[config.mk]
export PLATFORM = sky130hd
export DESIGN_NAME = l2_bucket_keygen
export DESIGN_NICKNAME = d
export VERILOG_FILES = /design/src/rtl/l2_bucket_pkg.sv /design/src/rtl/l2_bucket_seed.sv /design/src/rtl/l2_bucket_fold.sv /design/src/rtl/l2_bucket_keygen.sv
export SDC_FILE = /design/constraint.sdc
export NUM_CORES = 1
export LEC_CHECK = 0
export ABC_AREA = 0
export CAP_MARGIN = 30
export CORE_UTILIZATION = 37
export DETAILED_ROUTE_END_ITERATION = 12
export PLACE_DENSITY = 0.81
export SLEW_MARGIN = 5
export SYNTH_ARGS = -nofsm -noshare
export SYNTH_HDL_FRONTEND = slang
export SYNTH_SLANG_ARGS = --single-unit
[constraint.sdc]
create_clock -name clk -period 1.7 [get_ports clk]
set_clock_uncertainty 0.05 [all_clocks]
set_input_delay 0.34 -clock clk [delete_from_list [all_inputs] [get_ports clk]]
set_output_delay 0.34 -clock clk [all_outputs]
set_load 0.1 [all_outputs]
[src/rtl/l2_bucket_pkg.sv]
package l2_bucket_pkg;
  localparam int SEED_W  = 64;
  localparam int KEY_W   = 11;
  localparam int NFULL   = SEED_W / KEY_W;       // full-width slices
  localparam int TOP_LSB = NFULL * KEY_W;        // first bit of narrow top slice
  localparam int TOP_W   = SEED_W - TOP_LSB;

  // left-rotation applied to each full slice in the rotating fold
  function automatic int rot_amount(input int idx);
    case (idx)
      1:       return 6;
      3:       return 5;
      4:       return 4;
      default: return 0;
    endcase
  endfunction
endpackage

[src/rtl/l2_bucket_seed.sv]
module l2_bucket_seed #(
  parameter int MAC_W  = 48,
  parameter int VID_W  = 12,
  parameter int SEED_W = 64
) (
  input  logic [MAC_W-1:0]  mac,
  input  logic [VID_W-1:0]  vid,
  output logic [SEED_W-1:0] seed
);
  localparam int PAD_W = SEED_W - MAC_W - VID_W;

  generate
    if (PAD_W > 0) begin : g_pad
      assign seed = {{PAD_W{1'b0}}, mac, vid};
    end else begin : g_nopad
      assign seed = {mac, vid};
    end
  endgenerate
endmodule

[src/rtl/l2_bucket_fold.sv]
module l2_bucket_fold
  import l2_bucket_pkg::*;
(
  input  logic [SEED_W-1:0] seed,
  input  logic              mode_rot,
  output logic [KEY_W-1:0]  key
);
  logic [KEY_W-1:0] term [NFULL];
  logic [KEY_W-1:0] top_term;

  genvar gi;
  generate
    for (gi = 0; gi < NFULL; gi++) begin : g_slice
      localparam int R = rot_amount(gi);
      logic [KEY_W-1:0] raw;
      assign raw = seed[gi*KEY_W +: KEY_W];
      if (R == 0) begin : g_plain
        assign term[gi] = raw;
      end else begin : g_rot
        logic [KEY_W-1:0] rotated;
        assign rotated  = {raw[KEY_W-R-1:0], raw[KEY_W-1:KEY_W-R]};
        assign term[gi] = mode_rot ? rotated : raw;
      end
    end
  endgenerate

  assign top_term = {{(KEY_W-TOP_W){1'b0}}, seed[SEED_W-1:TOP_LSB]};

  always_comb begin
    key = top_term;
    for (int i = 0; i < NFULL; i++) key = key ^ term[i];
  end
endmodule

[src/rtl/l2_bucket_keygen.sv]
module l2_bucket_keygen
  import l2_bucket_pkg::*;
#(
  parameter int MAC_W = 48,
  parameter int VID_W = 12
) (
  input  logic              clk,
  input  logic              rst,
  input  logic              in_valid,
  output logic              in_ready,
  input  logic [MAC_W-1:0]  in_mac,
  input  logic [VID_W-1:0]  in_vid,
  input  logic              in_mode_rot,
  output logic              out_valid,
  output logic [KEY_W-1:0]  out_key
);
  logic [SEED_W-1:0] seed;
  logic [KEY_W-1:0]  key_c;

  l2_bucket_seed #(.MAC_W(MAC_W), .VID_W(VID_W), .SEED_W(SEED_W)) u_seed (
    .mac (in_mac),
    .vid (in_vid),
    .seed(seed)
  );

  l2_bucket_fold u_fold (
    .seed    (seed),
    .mode_rot(in_mode_rot),
    .key     (key_c)
  );

  assign in_ready = 1'b1;

  always_ff @(posedge clk) begin
    if (rst) begin
      out_valid <= 1'b0;
      out_key   <= '0;
    end else begin
      out_valid <= in_valid;
      if (in_valid) out_key <= key_c;
    end
  end

  always_comb assert_ready_R1: assert (in_ready === 1'b1);

  assert_reset_R2: assert property (@(posedge clk) rst |=> !out_valid);

  assert_latency_R3: assert property (@(posedge clk) disable iff (rst)
    in_valid |=> out_valid);

  assert_idle_R3: assert property (@(posedge clk) disable iff (rst)
    !in_valid |=> !out_valid);

  assert_hold_R8: assert property (@(posedge clk) disable iff (rst)
    !in_valid |=> $stable(out_key));
endmodule

## Yosys cells after proc, flatten, opt, wreduce, memory -nomap -nowiden

Index checks and enable logic that the tools add are counted.

- Register bits after elaboration: 12
- Latch bits: 0
- Memory bits (writable): 0
- Memory bits (read-only): 0
- Output and inout bits: 13
- Memories kept: 0

- $add $sub $neg: 0
- $mul: 0
- Div/mod/pow operators: 0
- $lt $le $gt $ge: 0
- Equality and inequality tests: 0
- Shift operators: 0
- Mux-type cells: 3
- Bitwise operators: 5
- Reductions and logical operators: 0

Operators with widths:

| kind | count |
|---|---|
| $xor A11 B11 Y11 | 4 |
| $mux W11 | 3 |
| $xor A5 B11 Y11 | 1 |

## Depth between registers and ports, before layout

Gate-level depths: netlist of the first run.

- Depth in word-level cells: 5
- Depth in mapped cells: 7
- Gate-level depth less buffers: 5

## Modules after synthesis

From an unflattened synthesis of the first run, not the netlist that was laid out.

- Cell total of the unflattened synthesis: 184
- Area total of the unflattened synthesis: 1,778.0 µm²

Modules (own cells, without submodules):

| module | times used | cells an instance | area an instance (µm²) | sequential area each (µm²) |
|---|---|---|---|---|
| l2_bucket_fold | 1 | 80 | 868.3 | 0.0 |
| l2_bucket_seed | 1 | 65 | 484.2 | 0.0 |
| l2_bucket_keygen | 1 | 39 | 425.4 | 240.2 |

## Worst setup path before layout of the first run

Ideal clock, no wire load.

- Path type: input to register
- From: in in_mode_rot
- To: reg out_key[10]
- Setup time: 67 ps
- Arrival time: 1,270 ps
- Path slack: 313 ps
- Stages: 7
- Path buffers: 2
- Path through: buf_6 buf_12 mux2i_1 xnor2_1 xnor2_1 mux2i_1 nor2_1

- Cells in the longest elaborated chain, start to end: 5
- Elaborated cells between the ends (all ways): 7
- Classes of those cells: mux: 3; bitwise: 4

RTL lines:

| what | line | RTL |
|---|---|---|
| start, declared | l2_bucket_keygen.sv:13 | `input logic in_mode_rot,` |
| $mux W11 | l2_bucket_fold.sv:22 | `assign term[gi] = mode_rot ? rotated : raw;` |
| $xor A11 B11 Y11 (3 in a row) | l2_bucket_fold.sv:31 | `for (int i = 0; i < NFULL; i++) key = key ^ term[i];` |
| $xor A11 B11 Y11 (*) | l2_bucket_fold.sv:31 |  |
| end signal, assigned | l2_bucket_keygen.sv:40 | `if (in_valid) out_key <= key_c;` |
| end, declared | l2_bucket_keygen.sv:15 | `output logic [KEY_W-1:0] out_key` |

Every way passes the cells marked *; elsewhere a longest branch is shown, timed or not.
A chain may end at the register's enable or synchronous reset.

## Final worst setup path of the first run

- From: in in_mac[13]
- To: reg out_key[3]

- Cells in the longest elaborated chain, start to end: 3

RTL lines:

| what | line | RTL |
|---|---|---|
| start, declared | l2_bucket_keygen.sv:11 | `input logic [MAC_W-1:0] in_mac,` |
| $xor A11 B11 Y11 (3 in a row) | l2_bucket_fold.sv:31 |  |

No other way between the ends.

==> results of run 1 <==
-- where the power goes --
group | switching [µW] | total, µW | leakage [µW] | internal, µW
clock | 104 | 235 | 0.0000210 | 130
combinational | 511 | 994 | 0.000756 | 483
sequential | 41.7 | 361 | 0.0000995 | 319
-- layout make-up --
class                           count  area [µm²]
Clock buffer                        4        36.3
Tap cell                           44        55.1
Timing Repair Buffer               82         956
Sequential cell                    12         240
Fill cell                         268         893
Multi-Input combinational cell    111         922
-- placed cells by master, fill, tap and decap left out --
cell | Yosys | final
sky130_fd_sc_hd__conb_1 | 1 | 1
sky130_fd_sc_hd__xnor2_2 | 4 | 4
sky130_fd_sc_hd__xnor2_1 | 46 | 46
sky130_fd_sc_hd__mux2i_2 | 0 | 1
sky130_fd_sc_hd__buf_12 | 1 | 13
sky130_fd_sc_hd__a211oi_1 | 5 | 5
sky130_fd_sc_hd__mux2i_1 | 23 | 22
sky130_fd_sc_hd__clkbuf_16 | 0 | 1
sky130_fd_sc_hd__nor2_1 | 16 | 16
sky130_fd_sc_hd__xor2_1 | 10 | 10
sky130_fd_sc_hd__buf_4 | 3 | 5
sky130_fd_sc_hd__clkbuf_8 | 0 | 1
sky130_fd_sc_hd__clkbuf_4 | 0 | 3
sky130_fd_sc_hd__nor2b_1 | 1 | 1
sky130_fd_sc_hd__dfxtp_1 | 12 | 12
sky130_fd_sc_hd__clkdlybuf4s50_1 | 0 | 62
sky130_fd_sc_hd__a21oi_1 | 5 | 5
sky130_fd_sc_hd__dlymetal6s2s_1 | 0 | 1
-- per-stage QoR --
stage | worst slack [ns] | hold slack, ns
after global routing | 0.0675 | 0.515
final | 0.166 | 0.493
after floorplan | 0.313 | 0.362
after global placement | -0.181 | 0.463
after detailed placement | -0.256 | 0.483
after CTS | 0.00277 | 0.493
-- worst max path at each step --
stage / startpoint / to / slack (ns) / cells past startpoint
after global placement: in_mode_rot / out_key[3] / -0.18 / 6
after floorplan: in_mode_rot / out_key[10] / 0.31 / 7
after CTS: in_mode_rot / out_key[2] / 0.003 / 6
after global routing: in_mac[13] / out_key[3] / 0.07 / 6
after detailed placement: in_mode_rot / out_key[3] / -0.26 / 6
final: in_mac[13] / out_key[3] / 0.17 / 6
-- critical path: cells and delay by family --
kind / cells / cell delay (ns)
AOI/OAI and AO/OA: 1 / 0.24
buffers and inverters: 1 / 0.48
xor gates and xnor gates: 4 / 0.61
-- kinds of logic (layout without fill, tap and decap cells) --
| logic type | count (synthesis) | in the layout | share of synthesized area |
|---|---|---|---|
| xor+xnor | 60 | 60 | 0.455 |
| mux | 23 | 23 | 0.189 |
| simple gates | 17 | 17 | 0.0544 |
| flops | 12 | 12 | 0.197 |
| compound gates | 10 | 10 | 0.0513 |
| buf+inv | 7 | 86 | 0.0503 |
| other cells | 1 | 1 | 0.00307 |
-- metal layers --
layer,track usage,vias to the layer above
li1,-,583
met4,0.0612,0
met2,0.371,55
met3,0.0284,3
met5,0,-
met1,0.215,531
-- registers in the layout (all words and copies together), names as in the netlist --
register   flops
out_valid      1
out_key       11
==> impl_summary.txt, run 1 <==
----------------------------------------------------
[Global routing]
  Residual overflow from global routing ... 0
  Initial antenna violation count ... 0
  GR Util All Layers ... 0.193
  Wire length of the first global-routing pass ... 5150 µm
  Number of global-route vias before repair ... 1,229
  Pin count of the biggest net entering global routing ... 23

[Worst setup path]
  Worst reg2reg path endpoint ... out_key[3]
  Critical Path Fanout Max ... 1
  Chain of cells forming the critical path ... clkdlybuf4s50_1 > xor2_1 > xnor2_1 > xnor2_1 > xnor2_1 > a211oi_1
  R2R Setup Slk ... 0.88 ns
  Startpoint type of the worst setup path ... primary input
  Largest incremental delay on the critical path ... 0.48 ns
  Data arrival at the endpoint of the critical path ... 1.68 ns
  Critical-path top delay cell ... sky130_fd_sc_hd__clkdlybuf4s50_1
  Critical path endpoint category ... register
  Cell occurring most often along the worst timing path ... sky130_fd_sc_hd__xnor2_1
  Critical path required time ... 1.84 ns
  Critical path class ... in -> reg
  R2r worst-path depth ... 2
  Reg-to-reg startpoint ... out_key[3]

[Final layout]
  Summed area of non-filler cells in the final layout ... 0.00221 mm²
  Count of inserted antenna diode cells ... 0
  Core utilization of the finished layout ... 0.712
  Layout cells sized above 1 ... 0.134
  Final cell count without fillers ... 253
  Layout Area Growth over Synthesis ... 81.1%
  Final-stage net count ... 274

[Route]
  Top routing layer in use ... met4
  Remaining antenna violation count after routing ... 0
  Met2 routed wirelength ... 1700 µm
  DRC marker count from the first detailed-route iteration ... 42
  Pre-antenna DRT Iters ... 4
  Sum of routed wire length over all layers ... 3300 µm
  Post-detailed-route DRC marker count ... 0
  Via count of the routed design ... 1,172
  Number of vias per cell after detailed routing ... 4.63
  Wl on met1 ... 1370 µm
  Met3 Routed Length ... 201 µm
  Post-DR wirelength/cell ... 13.0 µm

[Die]
  Starting utilization of the core area ... 0.393
  Die Outline Area ... 0.00353 mm²
  Horizontal die dimension ... 59.4 µm
  Die boundary height ... 59.4 µm
  Placement row count ... 20
  Area of the core ... 0.00310 mm²
  Io pins ... 77

[STA]
  Final total negative setup slack ... 0 ns
  Final count of hold timing violations ... 0
  Number of slew-limit violations in the final report ... 0
  Period utilization ... 0.902
  Clock period minus worst slack ... 1.53 ns
  Count of endpoints failing setup in the final report ... 0
  Peak clock frequency supported by timing ... 652 MHz
  RSZ-0062 raised after global routing ... no

[Power]
  PD cells ... 719 mW/mm²
  Leakage power ... 0.000876 µW
  Worst supply voltage drop on vdd ... 0.289 mV
  Final total power ... 1590 µW

[Synth]
  Number of flops mapped to enable cells by yosys ... 0
  Leading area contributor after synthesis ... sky130_fd_sc_hd__xnor2_1
  Synth Flop Type ... sky130_fd_sc_hd__dfxtp_1
  Synthesized instance count ... 130
  Synthesized Nets ... 194
  Unique cell type count in the Yosys netlist ... 14
  Number of register bits inferred by synthesis ... 12
  Yosys warning total ... 0
  Post-synthesis instance area ... 0.00122 mm²
  Most frequent cells after synthesis ... sky130_fd_sc_hd__xnor2_1 (46), sky130_fd_sc_hd__mux2i_1 (23), sky130_fd_sc_hd__nor2_1 (16), sky130_fd_sc_hd__dfxtp_1 (12), sky130_fd_sc_hd__xor2_1 (10)
  Part of the Yosys area used for sequential elements ... 0.197
  Most instantiated library cell after synthesis ... sky130_fd_sc_hd__xnor2_1
  Fraction of registers with async set/reset ... 0
  Fraction of synthesized cell area taken by the top area cell type ... 0.330
  Mean cell area of the mapped netlist ... 9.38 µm²
  Dominant cells by area after synthesis ... sky130_fd_sc_hd__xnor2_1 (33%), sky130_fd_sc_hd__dfxtp_1 (20%), sky130_fd_sc_hd__mux2i_1 (19%), sky130_fd_sc_hd__xor2_1 (7.2%), sky130_fd_sc_hd__xnor2_2 (5.3%)

[Worst hold path]
  Hold depth ... 2
  Hold Path Class ... reg -> reg
  Hold Path Origin ... out_key[4]
  Worst hold path endpoint ... out_key[4]

[Placement]
  Count of port buffers added during placement ... 75
  RD Place Congestion ... 0.768
  Post-placement cell count ... 248
  HPWL Detailed ... 2800 µm
  Post-place instance area ... 0.00214 mm²

[Clock tree]
  CTS resizes ... 0
  Clock Sinks ... 12
  H-tree depth ... 1
  Clock root buffer ... sky130_fd_sc_hd__clkbuf_4
  Post-cts hold buffer count ... 0
  Clock-pin transition on the worst setup and hold timing paths ... 0.08 ns
  Number of buffers added by the clock tree synthesis step ... 3
  Clock tree from TritonCTS ... done
  Clock insertion delay at the later pin of the skew report ... 0.28 ns
  Maximum root-to-sink buffer count ... 2
  Post-CTS Setup Repair Bufs ... 0

[Flow run]
  Max-capacitance violation count ... 0

[Status]
  Result of the run ... complete, no violations

----------------------------------------------------
Note: power is estimated with default switching activity, not from simulation.
==> run 2: changes to the inputs <==
==> constraint.sdc (replaced) <==
create_clock -name clk -period 1.7 [get_ports clk]
set_clock_uncertainty 0.05 [all_clocks]
set_input_delay 0.17 -clock clk [delete_from_list [all_inputs] [get_ports clk]]
set_output_delay 0.17 -clock clk [all_outputs]
set_load 0.1 [all_outputs]
==> impl_summary.txt, run 2 (synthesis gave the netlist of run 1 again) <==
----------------------------------------------------
[Clock tree]
  Clock insertion delay at the later pin of the skew report ... 0.27 ns (about the same)
  Maximum root-to-sink buffer count ... 2 (unchanged)
  H-tree depth ... 1 (unchanged)
  Number of buffers added by the clock tree synthesis step ... 3 (unchanged)
  Clock root buffer ... sky130_fd_sc_hd__clkbuf_4
  Post-CTS Setup Repair Bufs ... 0 (unchanged)
  CTS resizes ... 0 (unchanged)
  Clock Sinks ... 12 (unchanged)
  Clock tree from TritonCTS ... done
  Post-cts hold buffer count ... 0 (unchanged)
  Clock-pin transition on the worst setup and hold timing paths ... 0.08 ns (about the same)

[Route]
  Remaining antenna violation count after routing ... 0 (unchanged)
  Pre-antenna DRT Iters ... 4 (unchanged)
  Post-DR wirelength/cell ... 12.4 µm (-5.2%)
  Number of vias per cell after detailed routing ... 4.57 (-1.3%)
  Via count of the routed design ... 1,143 (-2.5%)
  Sum of routed wire length over all layers ... 3090 µm (-6.3%)
  Post-detailed-route DRC marker count ... 0 (unchanged)
  DRC marker count from the first detailed-route iteration ... 14 (-67%)

[Worst setup path]
  Depth of the critical timing path with buffers and inverters included ... 7 (+1)
  Critical-path top delay cell ... sky130_fd_sc_hd__clkdlybuf4s50_1
  Largest incremental delay on the critical path ... 0.50 ns (+0.02 ns)
  Reg-to-reg startpoint ... out_key[1]
  Cell type group with the largest total delay on the critical path ... buffers and inverters
  Critical Path Fanout Max ... 23 (+22)
  R2R Setup Slk ... 0.88 ns (about the same)
  R2r worst-path depth ... 2 (unchanged)
  Critical path required time ... 1.86 ns (+0.02 ns)
  Chain of cells forming the critical path ... clkdlybuf4s50_1 > buf_12 > mux2i_1 > xnor2_1 > xnor2_1 > mux2i_1 > nor2_1
  Worst reg2reg path endpoint ... out_key[1]
  Critical path class ... in -> reg
  Critical path buffer and inverter count ... 2 (+1)
  Data arrival at the endpoint of the critical path ... 1.62 ns (-0.06 ns)
  Startpoint type of the worst setup path ... primary input
  Critical path endpoint category ... register

[Die]
  Area of the core ... 0.00310 mm² (unchanged)
  Horizontal die dimension ... 59.4 µm (unchanged)
  Placement row count ... 20 (unchanged)
  Starting utilization of the core area ... 0.393 (unchanged)
  Die Outline Area ... 0.00353 mm² (unchanged)
  Die boundary height ... 59.4 µm (unchanged)
  Io pins ... 77 (unchanged)

[Final layout]
  Register bank with the most flops ... out_key
  Count of inserted antenna diode cells ... 0 (unchanged)
  Layout Area Growth over Synthesis ... 76.3%
  Summed area of non-filler cells in the final layout ... 0.00215 mm² (-2.7%)
  Most frequent cells in the layout ... sky130_fd_sc_hd__clkdlybuf4s50_1 (63), sky130_fd_sc_hd__xnor2_1 (46), sky130_fd_sc_hd__mux2i_1 (23), sky130_fd_sc_hd__nor2_1 (16)
  Final-stage net count ... 271 (-1.1%)
  Flip-flop count of the largest register, all copies and words added ... 11 (unchanged)
  Regs by FF count ... out_key x11, out_valid x1
  Final cell count without fillers ... 250 (-1.2%)
  Layout cells sized above 1 ... 0.117 (-0.0175)
  Most common cell after layout, fill and taps aside ... sky130_fd_sc_hd__clkdlybuf4s50_1

[Placement]
  RD Place Congestion ... 0.766 (-0.25%)
  Worst-case setup slack after placement ... -0.0549 ns (+0.201 ns)
  Post-placement cell count ... 246 (-0.81%)
  HPWL Detailed ... 2760 µm (-1.4%)
  Post-place instance area ... 0.00211 mm² (-1.3%)
  Count of port buffers added during placement ... 75 (unchanged)

[Flow run]
  Max-capacitance violation count ... 0 (unchanged)

[Global routing]
  Residual overflow from global routing ... 0 (unchanged)
  GR Util All Layers ... 0.189 (-0.00418)
  Number of global-route vias before repair ... 1,179 (-4.1%)
  Initial antenna violation count ... 0 (unchanged)
  Wire length of the first global-routing pass ... 5010 µm (-2.8%)
  Pin count of the biggest net entering global routing ... 24 (+4.3%)

[STA]
  Worst Slack Setup Final ... 0.236 ns (+0.0699 ns)
  Peak clock frequency supported by timing ... 683 MHz (+4.8%)
  Count of endpoints failing setup in the final report ... 0 (unchanged)
  Min Hold Slack ... 0.477 ns (-0.0158 ns)
  Final count of hold timing violations ... 0 (unchanged)
  RSZ-0062 raised after global routing ... no
  Period utilization ... 0.861 (-0.0411)
  Clock period minus worst slack ... 1.46 ns (-0.0699 ns)
  Number of slew-limit violations in the final report ... 0 (unchanged)

[Status]
  Result of the run ... complete, no violations

[Power]
  Leakage power ... 0.000843 µW (-3.8%)
  Final total power ... 1560 µW (-1.5%)
  PD cells ... 727 mW/mm² (+1.2%)
  Worst supply voltage drop on vdd ... 0.261 mV (-9.7%)

[Worst hold path]
  Hold Path Origin ... out_key[0]
  Hold Path Class ... reg -> reg
  Hold depth ... 2 (unchanged)
  Worst hold path endpoint ... out_key[0]

----------------------------------------------------
run 2: where the power goes:
part	internal, µW	leakage [µW]	switching [µW]
Clock	130	0.0000210	97.5
Combinational	471	0.000723	506
Sequential	319	0.0000995	41.4
run 2: cell type report:
type,instances,area [µm²]
timing repair buffer,79,901
fill,271,952
clock buffer,4,36.3
multi-input combinational,111,918
sequential,12,240
tap,44,55.1
run 2: metrics by stage:
step / TNS [ns] / util
floorplan: 0 / -
global placement: -0.0226 / 0.681
detailed placement: -0.288 / 0.681
CTS: 0 / 0.693
global route: 0 / 0.693
finish: 0 / 0.693
run 2: per-layer routing:
metal  global-route usage  wire length, µm  up-vias
met2                0.376             1610       54
met5                    0                0        -
met1                0.201             1270      510
met4               0.0476                8        0
li1                     -                -      577
met3               0.0328              206        2
run 2: worst min-delay path, cell delays in order (launching register included):
cell	delay (ns)
sky130_fd_sc_hd__dfxtp_1	0.34
sky130_fd_sc_hd__nor2_1	0.09
sky130_fd_sc_hd__a211oi_1	0.05
run 2: how the worst max path moves through the flow:
| stage | from | endpoint |
|---|---|---|
| floorplan | out_key[0] | out_key[0] |
| detailed placement | in_mode_rot | out_key[4] |
| global placement | in_mode_rot | out_key[3] |
| CTS | in_mode_rot | out_key[4] |
| finish | in_mode_rot | out_key[6] |
| global route | in_mode_rot | out_key[6] |
